==> config.mk <==
export PLATFORM = sky130hd
export DESIGN_NAME = shiftcheck_adder
export DESIGN_NICKNAME = d
export VERILOG_FILES = /design/src/rtl/shiftcheck_pkg.sv /design/src/rtl/shiftcheck_operand_sel.sv /design/src/rtl/shiftcheck_core_add.sv /design/src/rtl/shiftcheck_compare.sv /design/src/rtl/shiftcheck_adder.sv
export SDC_FILE = /design/constraint.sdc
export NUM_CORES = 1
export LEC_CHECK = 0
export CAP_MARGIN = 15
export CORE_AREA = 2 2 66 130
export CTS_CLUSTER_SIZE = 24
export DETAILED_ROUTE_END_ITERATION = 10
export DIE_AREA = 0 0 68 132
export PLACE_DENSITY = 0.88
export SETUP_SLACK_MARGIN = 0.1
export SLEW_MARGIN = 20
export SYNTH_ARGS = -nofsm -noshare
export SYNTH_HDL_FRONTEND = slang
export SYNTH_SLANG_ARGS = --single-unit
==> constraint.sdc <==
create_clock -name clk -period 4.64 [get_ports clk]
set_input_delay 0.464 -clock clk [delete_from_list [all_inputs] [get_ports clk]]
set_output_delay 0.464 -clock clk [all_outputs]
set_load 0.01 [all_outputs]
==> src/rtl/shiftcheck_pkg.sv <==
package shiftcheck_pkg;
  typedef enum logic [1:0] {
    ST_IDLE  = 2'd0,
    ST_PASS2 = 2'd1,
    ST_HOLD  = 2'd2
  } sc_state_t;
endpackage

==> src/rtl/shiftcheck_operand_sel.sv <==
module shiftcheck_operand_sel #(
  parameter int DATA_W = 16,
  parameter int SHIFT  = 1,
  localparam int ADD_W = DATA_W + 1 + SHIFT
) (
  input  logic              second_pass,
  input  logic [DATA_W-1:0] a_in,
  input  logic [DATA_W-1:0] b_in,
  input  logic [DATA_W-1:0] a_held,
  input  logic [DATA_W-1:0] b_held,
  output logic [ADD_W-1:0]  x,
  output logic [ADD_W-1:0]  y
);
  always_comb begin
    if (second_pass) begin
      x = ADD_W'(a_held) << SHIFT;
      y = ADD_W'(b_held) << SHIFT;
    end else begin
      x = ADD_W'(a_in);
      y = ADD_W'(b_in);
    end
  end
endmodule

==> src/rtl/shiftcheck_core_add.sv <==
module shiftcheck_core_add #(
  parameter int ADD_W = 18,
  parameter int SEL_W = 5
) (
  input  logic [ADD_W-1:0] x,
  input  logic [ADD_W-1:0] y,
  input  logic             fault_en,
  input  logic [SEL_W-1:0] fault_sel,
  input  logic             fault_val,
  output logic [ADD_W-1:0] s
);
  logic [ADD_W-1:0] raw;
  assign raw = x + y;

  for (genvar i = 0; i < ADD_W; i++) begin : g_lane
    assign s[i] = (fault_en && (fault_sel == SEL_W'(i))) ? fault_val : raw[i];
  end
endmodule

==> src/rtl/shiftcheck_compare.sv <==
module shiftcheck_compare #(
  parameter int DATA_W = 16,
  parameter int SHIFT  = 1,
  localparam int ADD_W = DATA_W + 1 + SHIFT
) (
  input  logic [ADD_W-1:0] first_sum,
  input  logic [ADD_W-1:0] second_sum,
  output logic             mismatch
);
  logic low_dirty;
  logic top_dirty;
  logic body_diff;

  assign low_dirty = |second_sum[SHIFT-1:0];
  assign top_dirty = |first_sum[ADD_W-1:DATA_W+1];
  assign body_diff = second_sum[ADD_W-1:SHIFT] != first_sum[DATA_W:0];
  assign mismatch  = low_dirty | top_dirty | body_diff;
endmodule

==> src/rtl/shiftcheck_adder.sv <==
module shiftcheck_adder #(
  parameter int DATA_W = 16,
  localparam int SHIFT = 1,
  localparam int ADD_W = DATA_W + 1 + SHIFT,
  localparam int SEL_W = $clog2(ADD_W)
) (
  input  logic              clk,
  input  logic              rst,
  input  logic              in_valid,
  output logic              in_ready,
  input  logic [DATA_W-1:0] in_a,
  input  logic [DATA_W-1:0] in_b,
  output logic              out_valid,
  input  logic              out_ready,
  output logic [DATA_W:0]   out_sum,
  output logic              out_err,
  input  logic              fault_en,
  input  logic [SEL_W-1:0]  fault_sel,
  input  logic              fault_val
);
  import shiftcheck_pkg::*;

  sc_state_t         state_q;
  logic [DATA_W-1:0] a_q, b_q;
  logic [ADD_W-1:0]  first_q;
  logic [ADD_W-1:0]  op_x, op_y, add_s;
  logic              mismatch;
  logic              take_in;
  logic              second_pass;

  assign in_ready    = (state_q == ST_IDLE) || ((state_q == ST_HOLD) && out_ready);
  assign take_in     = in_valid && in_ready;
  assign second_pass = (state_q == ST_PASS2);

  shiftcheck_operand_sel #(.DATA_W(DATA_W), .SHIFT(SHIFT)) u_sel (
    .second_pass(second_pass),
    .a_in(in_a),
    .b_in(in_b),
    .a_held(a_q),
    .b_held(b_q),
    .x(op_x),
    .y(op_y)
  );

  shiftcheck_core_add #(.ADD_W(ADD_W), .SEL_W(SEL_W)) u_add (
    .x(op_x),
    .y(op_y),
    .fault_en(fault_en),
    .fault_sel(fault_sel),
    .fault_val(fault_val),
    .s(add_s)
  );

  shiftcheck_compare #(.DATA_W(DATA_W), .SHIFT(SHIFT)) u_cmp (
    .first_sum(first_q),
    .second_sum(add_s),
    .mismatch(mismatch)
  );

  always_ff @(posedge clk) begin
    if (rst) begin
      state_q   <= ST_IDLE;
      a_q       <= '0;
      b_q       <= '0;
      first_q   <= '0;
      out_valid <= 1'b0;
      out_sum   <= '0;
      out_err   <= 1'b0;
    end else if (take_in) begin
      a_q       <= in_a;
      b_q       <= in_b;
      first_q   <= add_s;
      out_valid <= 1'b0;
      state_q   <= ST_PASS2;
    end else if (second_pass) begin
      out_sum   <= first_q[DATA_W:0];
      out_err   <= mismatch;
      out_valid <= 1'b1;
      state_q   <= ST_HOLD;
    end else if ((state_q == ST_HOLD) && out_ready) begin
      out_valid <= 1'b0;
      state_q   <= ST_IDLE;
    end
  end
endmodule

* Word level (Yosys, flattened, before mapping) *
Cells that the tools add are included.

word-level totals
  bits in registers = 71
  bits of input ports = 43
  output and inout port bits = 20
  logic and storage cells = 84

cells by class
  add/subtract/negate cells = 1
  eq/ne operators = 20
  mux-type cells = 25
  bitwise logic cells = 3
  reduce and logical (&&, ||, !) cells = 27

operators by type and width
  kind                count
  $eq 5x4->1 const B  8
  $mux 17             2
  $mux 1              21
  $eq 5x3->1 const B  4
  $logic_and 1x1->1   20
  $add 17x17->18      1
  $ne 17x17->1        1
  $eq 5x2->1 const B  2
  $eq 5x5->1 const B  2
  $eq 5x1->1 const B  1
  $logic_not 5->1     1
  $mux 2              2
  $reduce_bool 3->1   1
  $eq 2x1->1 const B  1
  $eq 2x2->1 const B  1
  $logic_not 2->1     1
  $or 1x1->1          2
  $reduce_and 2->1    1
  $reduce_bool 2->1   1
  $reduce_or 2->1     1
  $logic_or 1x1->1    1
  $not 1->1           1

* Depth between registers and ports, before layout *
Gate-level depths: netlist (run 1).

  depth after elaboration = 6
  depth in mapped cells = 17
  gate-level depth less buffers = 14

* Hierarchy *
From an unflattened synthesis (run 1), not the netlist that was laid out.

unflattened totals
  cell total of the unflattened synthesis = 556
  area, all modules = 5002.3 um^2

modules (own cells, without submodules)
  module                  times used  cells each  area each (um^2)  sequential area each (um^2)
  shiftcheck_adder        1           304         3001.6            1401.3
  shiftcheck_core_add     1           187         1263.7            0.0
  shiftcheck_operand_sel  1           41          541.8             0.0
  shiftcheck_compare      1           24          195.2             0.0

* Worst setup path after synthesis (run 1) *
No wires, ideal clock.

  path type = reg2reg
  start point = register out_valid (netlist name)
  end point = register out_err
  library setup time = 127 ps
  arrival = 3413 ps
  data required time = 4513 ps
  setup slack = 1100 ps
  stages on the path, launching flop included = 16
  buffers on the path = 3
  clock period less this slack = 3540 ps
  path through = dfxtp_1 nand2b_1 clkbuf_1 clkbuf_1 buf_1 nand2_1 nand2_1 ha_1 a21oi_1 nand2_1 a221oi_2 xnor2_1 mux2_1 a2111o_1 nor4_1 a21oi_1

RTL lines
  what                    line                    RTL
  end signal: assignment  shiftcheck_adder.sv:77  out_err <= mismatch;
  end: declaration        shiftcheck_adder.sv:16  output logic out_err,

==> run_results.csv, run 1 <==
group,metric,value,unit
grt,track_usage,27.86,%
floorplanning,start_util,53.95,%
routing,wire_per_inst,15.64,um
setup_path,crit_path_end,"out_err$_SDFFE_PP0P_",
floorplanning,die_h,132,um
grt,grt_pass1_vias,4246,
setup_path,cp-start-kind,"register",
floorplanning,io_pins,63,
setup_path,cp.arrival,4.18,ns
final_layout,utilization,66.12,%
grt,antenna_found_initial,0,
setup_path,cp_max_fo,26,
logic_synthesis,yosys_warnings,0,
grt,grt_pass1_wl,19420,um
clocking,clkLatencyLatePin,0.35,ns
logic_synthesis,ys_seq_area_share,32.70,%
sta,maxClockFrequency,0.2562,GHz
sta,timing.slew.headroom,40.17,%
final_layout,final_common_cell,"nand2_1",
setup_path,r2r-end,"out_err$_SDFFE_PP0P_",
final_layout,final_cell_mix,"211 x nand2_1, 75 x a21oi_1, 70 x dfxtp_1, 61 x clkdlybuf4s50_1, 36 x nor2_1",
logic_synthesis,synth_cell_types,54,
logic_synthesis,syn_avg_cell_area,7.025,sq um
logic_synthesis,synth-simple-area-share,30.19,%
clocking,cts_buffer_depth,2,
logic_synthesis,postSynthCellCount,610,
setup_path,cpMaxStageDelayCell,"o311ai_0",
placed_design,io_buffers,62,
power,p_leak,2.144,nW
sta,finalSetupViolations,0,
logic_synthesis,synth_mux_area_share,2.657,%
clocking,cts_root_buffer,"clkbuf_16",
setup_path,path_buf_inv,2,
clocking,cts_resized,0,
clocking,cts_setup_buffers,0,
routing,routed_wl,11740,um
sta,report.final.slew_viol_count,0,
sta,finalCriticalPeriod,3.903,ns
clocking,ctsHoldBuffers,0,
power,power_density,377.0,nW/um^2
setup_path,cp_cell_sequence,"nand2b_1, buf_4, and2_1, ha_1, inv_1, fa_1, nand2b_1, a21oi_1, a211o_1, a221oi_2, o311ai_0, a211oi_1, o32ai_1, nor4_1, a21oi_1",
sta,skew,0.006127,ns
status,outcome,"complete, no violations",
floorplanning,fp.dieArea,8976,sq um
setup_path,r2r_start,"out_valid$_SDFFE_PP0P_",
worst_hold_path,min_path_cells,2,
sta,setup_tns,0,ns
final_layout,fin_cells,751,
setup_path,worst-setup-path-type,"register to register",
clocking,clkSlewWorstSetupHoldPaths,0.06,ns
sta,finalWorstSetupSlack,0.7367,ns
routing,vias,4349,
grt,gr-total-overflow,0,
placed_design,dp_hpwl,8382,um
final_layout,n_antenna_cell,0,
sta,hold_viol,0,
placed_design,dp_slack,0.7998,ns
clocking,cts_made_buffers,9,
setup_path,cp.depth,15,
sta,post-route-period-util,84.12,%
setup_path,critPathRequiredTime,4.92,ns
routing,viasPerCell,5.791,
flow_run,cap_violations,0,
logic_synthesis,synthArstFlopShare,0,%
logic_synthesis,synth_fp_nets,671,
setup_path,critPathMaxStageDelay,0.79,ns
routing,drtIter0Drc,257,
power,total_power,1.979,mW
routing,drcViolationCount,0,
grt,grt_max_degree,71,
sta,rsz0062_at_grt,"no",
final_layout,drive_above_1_share,4.580,%
logic_synthesis,synth_compound_area_share,18.66,%
clocking,clkSinkCount,70,
logic_synthesis,synth_edf_count,0,
logic_synthesis,syn_area,4285,sq um
floorplanning,placementRows,46,
placed_design,dp_cells,735,
logic_synthesis,ys.flop_type,"dfxtp_1",
logic_synthesis,synth_top_family_by_area,"simple AND/OR/NAND/NOR gates",
setup_path,rr_worst_depth,15,
sta,worstMarginPinSlew,0.8862,ns
floorplanning,core-area,7943,sq um
setup_path,cpLargestDelayFamily,"compound AO/OA/AOI/OAI gates",
logic_synthesis,synth_fa_ha_area_share,5.431,%
setup_path,end_kind,"register",
routing,antenna_left,0,
setup_path,reg2reg_slack,0.74,ns
floorplanning,die_w,68,um
logic_synthesis,ys_seq_elements,70,
setup_path,worstSetupStartpoint,"out_valid$_SDFFE_PP0P_",
routing,drtPass1Iterations,6,
placed_design,gp_routability_congestion,0.9430,
final_layout,nNetsFinal,711,
clocking,h-tree-depth,3,
logic_synthesis,synth-xor-area-share,6.131,%
power,ir_drop,0.2627,mV
final_layout,syn2layout_area_growth,22.54,%
clocking,cts_tree,"built",
worst_hold_path,hp-class,"register to register",
## final cells by class
| class | instances | area (sq um) |
|---|---|---|
| clock buffers | 10 | 239.0 |
| clock inverters | 6 | 85.08 |
| fillers | 667 | 2691 |
| inverters | 8 | 30.03 |
| multi-input cells | 492 | 2708 |
| flip-flops and latches | 70 | 1401 |
| well taps | 96 | 120.1 |
| repair buffers | 69 | 668.1 |
## tightest hold or removal path, delay by kind of cell, from the launching register on
kind / cells / cell delay, ns
flip-flops: 1 / 0.30
AND/OR/NAND/NOR: 1 / 0.05
AO/OA/AOI/OAI: 1 / 0.05
## cells in the mapped netlist, drive strengths merged, types with 3 or more instances
master,number,area (sq um)
ha,17,212.7
nor3,8,40.04
a21oi,75,375.4
a211oi,16,120.1
inv,8,30.03
nor4,4,25.02
o21ai,9,45.04
nand2,211,792.0
nand4,4,25.02
dfxtp,70,1401
clkbuf,36,135.1
nor2b,6,37.54
xor2,15,131.4
mux2i,9,102.6
a21o,4,30.03
and2,7,43.79
xnor2,15,131.4
buf,4,16.26
a31oi,4,25.02
nand3,6,30.03
o21a,3,22.52
nor2,36,135.1
a211o,3,26.28
nand2b,6,37.54
## layer usage
| layer | GRT usage (%) | part of all wire [%] | up-vias |
|---|---|---|---|
| met1 | 29.79 | 37 | 2016 |
| met3 | 4.782 | 4.0 | 44 |
| met4 | 16.44 | 5.6 | 0 |
| li1 | - | - | 2136 |
| met5 | 0 | 0 | - |
| met2 | 48.44 | 54 | 153 |
## flip-flops by register name (all words and copies together) (netlist names)
signal / cells
out_valid: 1
state_q: 1
a_q: 16
out_sum: 17
out_err: 1
first_q: 18
b_q: 16
## through the flow
stage | instance area (sq um) | hold WS (ns)
3_3_place_gp | 4926 | 0.4422
5_1_grt | 5251 | 0.4720
2_1_floorplan | 4285 | 0.4317
4_1_cts | 5250 | 0.4532
6_report | 5251 | 0.4511
3_5_place_dp | 4926 | 0.4453
## kinds of logic (layout without fill, tap and decap cells)
family | Yosys count | count (layout)
AO/OA/AOI/OAI | 131 | 131
AND/OR/NAND/NOR | 303 | 303
XOR/XNOR | 30 | 30
flip-flops | 70 | 70
adder cells (fa/ha/maj) | 18 | 18
buffers and inverters | 48 | 93
multiplexers | 10 | 10
## worst min path at each step
stage	from	to	slack [ns]
6_report	out_sum[11]$_SDFFE_PP0P_	out_sum[11]$_SDFFE_PP0P_	0.45
5_1_grt	b_q[10]$_SDFFE_PP0P_	b_q[10]$_SDFFE_PP0P_	0.47
4_1_cts	out_sum[11]$_SDFFE_PP0P_	out_sum[11]$_SDFFE_PP0P_	0.45
3_5_place_dp	out_sum[11]$_SDFFE_PP0P_	out_sum[11]$_SDFFE_PP0P_	0.45
3_3_place_gp	out_sum[2]$_SDFFE_PP0P_	out_sum[2]$_SDFFE_PP0P_	0.44
2_1_floorplan	a_q[15]$_SDFFE_PP0P_	a_q[15]$_SDFFE_PP0P_	0.43
## power breakdown
group          internal [mW]  leakage [nW]  switching [mW]
registers              0.646         0.574          0.0373
logic                  0.230          1.41           0.313
clock network          0.483         0.154           0.271
total                   1.36          2.14           0.622
(Power assumes the default switching activity.)
==> inputs of run 2 (changes only) <==
Settings changed: CORE_AREA 2 2 66 130 to 2 2 69 136, DIE_AREA 0 0 68 132 to 0 0 71 138, PLACE_DENSITY 0.88 to 0.85.
Clock period 4.64 ns to 3.3 ns, I/O delays scaled along.
==> run 2 against run 1 <==
Against the previous run:
- combinational power increased by 67%
- flip-flop and latch count unchanged
- die area rose by 9.2%
- utilization fell by 1.4 points
- first-iteration DRC count up 8.6%
- clock skew increased by 0.0014 ns
- sequential power increased by 41%
- via count is 3.3% higher
- critical path depth stayed put
- largest power group unchanged
- clock-buffer cell count is 2 higher
- non-clock buffer count up 37
==> run_results.csv, run 2 (same netlist as run 1, synthesis figures left out) <==
group,metric,value,unit
status,outcome,"complete, no violations",
final_layout,fillCellCount,756,
routing,drcViolationCount,0,
routing,antenna_left,0,
sta,rsz0062_at_grt,"yes",
sta,maxClockFrequency,0.3059,GHz
flow_run,cap_violations,0,
placed_design,io_buffers,62,
setup_path,cp-start-kind,"register",
clocking,h-tree-depth,3,
final_layout,syn2layout_area_growth,34.34,%
floorplanning,core-area,8890,sq um
power,clock_power_share,36.9,%
power,total_power,2.960,mW
sta,setup_tns,0,ns
grt,grt_pass1_wl,19450,um
floorplanning,start_util,48.21,%
clocking,clkSinkCount,70,
floorplanning,io_pins,63,
floorplanning,placementRows,49,
final_layout,top_regs,"first_q x18, out_sum x17",
grt,grt_max_degree,39,
setup_path,r2r_start,"out_valid$_SDFFE_PP0P_",
final_layout,n_antenna_cell,0,
grt,gr-total-overflow,0,
floorplanning,die_w,71,um
sta,report.final.slew_viol_count,0,
routing,wire_per_inst,15.01,um
routing,drtPass1Iterations,5,
setup_path,worst-setup-path-type,"register to register",
setup_path,critPathRequiredTime,3.52,ns
routing,viasPerCell,5.656,
final_layout,design_area,5757,sq um
clocking,clkSlewWorstSetupHoldPaths,0.05,ns
power,p_leak,2.394,nW
power,p_seq_share,32.4,%
final_layout,final_common_cell,"nand2_1",
clocking,cts_root_buffer,"clkbuf_16",
sta,finalSetupViolations,0,
sta,worstMarginPinSlew,0.7298,ns
placed_design,dp_hpwl,8667,um
power,switching_power,0.8817,mW
setup_path,r2r-end,"out_err$_SDFFE_PP0P_",
clocking,ctsHoldBuffers,0,
power,internal_power,2.079,mW
setup_path,cp_max_fo,10,
power,sw_frac_of_total,29.79,%
sta,hold_viol,0,
power,power_density,514.2,nW/um^2
clocking,clkLatencyLatePin,0.34,ns
clocking,cts_made_buffers,9,
sta,skew,0.007500,ns
worst_hold_path,hp-class,"register to register",
final_layout,seq_area,1406,sq um
floorplanning,fp.dieArea,9798,sq um
sta,timing.hold.ws,0.4524,ns
final_layout,multi_input_area,2823,sq um
power,ir_drop,0.3217,mV
sta,finalWorstSetupSlack,0.03105,ns
routing,drtIter0Drc,279,
placed_design,gp_routability_congestion,0.9582,
setup_path,worstSetupStartpoint,"out_valid$_SDFFE_PP0P_",
final_layout,drive_above_1_share,12.43,%
placed_design,place_area,5264,sq um
setup_path,rr_worst_depth,15,
setup_path,end_kind,"register",
power,p_comb_share,30.7,%
grt,antenna_found_initial,0,
clocking,cts_tree,"built",
sta,timing.slew.headroom,51.35,%
routing,vias,4491,
clocking,cts_buffer_depth,2,
worst_hold_path,min_path_cells,2,
grt,track_usage,24.46,%
setup_path,reg2reg_slack,0.03,ns
final_layout,largest_reg_flops,18,
routing,routed_wl,11920,um
sta,post-route-period-util,99.06,%
sta,finalCriticalPeriod,3.269,ns
worst_hold_path,min-delay-start,"b_q[10]$_SDFFE_PP0P_",
floorplanning,die_h,138,um
final_layout,largest_register,"first_q",
worst_hold_path,min_to,"b_q[10]$_SDFFE_PP0P_",
placed_design,dp_slack,-0.1447,ns
final_layout,final_cell_mix,"211 x nand2_1, 71 x a21oi_1, 68 x dfxtp_1, 61 x clkdlybuf4s50_1, 38 x buf_4",
final_layout,nNetsFinal,748,
grt,grt_pass1_vias,4353,
setup_path,cp.arrival,3.49,ns
## run 2: changes by cell type in the layout (fill, tap and decap cells not counted), sizes merged
cell      before  now
buf            8   43
clkinvlp       2    0
clkinv         2    1
bufbuf         0    1
clkbuf        10   13
bufinv         2    3
## run 2: through the flow
step,instances,utilization [%]
floorplan,610,-
global placement,772,59.21
detailed placement,772,59.21
CTS,790,63.73
global route,794,64.76
finish,794,64.76
## run 2: cell type report
class                   instances  area share, %
well taps                     102          2.217
repair buffers                106          18.04
clock inverters                 4          1.652
clock buffers                  12          4.108
flip-flops and latches         70          24.43
inverters                       8         0.5216
multi-input cells             492          49.03
## run 2: power groups by stage
stage	clock, mW	combinational [mW]	sequential [mW]
after global placement	0	0.827	0.971
after floorplan	0	0.544	0.965
after global routing	1.14	0.993	0.967
final	1.09	0.908	0.960
after detailed placement	0	0.843	0.975
after CTS	1.10	0.869	0.958
## run 2: worst max-delay path, stage by stage, from the launching register on
cell and delay [ns]:
dfxtp_4 0.36, nand2b_4 0.16, buf_12 0.14, and2_4 0.14
ha_4 0.16, inv_2 0.05, fa_2 0.19, nand2b_4 0.13
a21oi_1 0.07, a211o_1 0.28, a221oi_2 0.34, xnor2_1 0.20
mux2_1 0.35, a2111o_1 0.31, nor4_2 0.15, a21oi_1 0.09
## run 2: worst max-delay path by stage
| stage | to | slack [ns] | cells past startpoint |
|---|---|---|---|
| final | out_err$_SDFFE_PP0P_ | 0.03 | 15 |
| after detailed placement | out_err$_SDFFE_PP0P_ | -0.14 | 14 |
| after global placement | out_err$_SDFFE_PP0P_ | -0.13 | 14 |
| after global routing | out_err$_SDFFE_PP0P_ | -0.15 | 15 |
| after CTS | out_err$_SDFFE_PP0P_ | 0.06 | 15 |
| after floorplan | out_err$_SDFFE_PP0P_ | 0.11 | 16 |
## run 2: timing repair
action | 4_1_cts | 5_1_grt
gates cloned | 1 | 1
resized for setup | 8 | 10
setup buffers | 1 | 3
setup endpoints to repair | 3 | 4
pin swaps | 5 | 6
## run 2: layer usage
metal	track usage, %	part of all wire, %	vias up
li1	-	-	2224
met1	23.69	36	2093
met2	46.04	55	135
met3	3.353	3.6	39
met4	15.89	4.8	0
met5	0	0	-
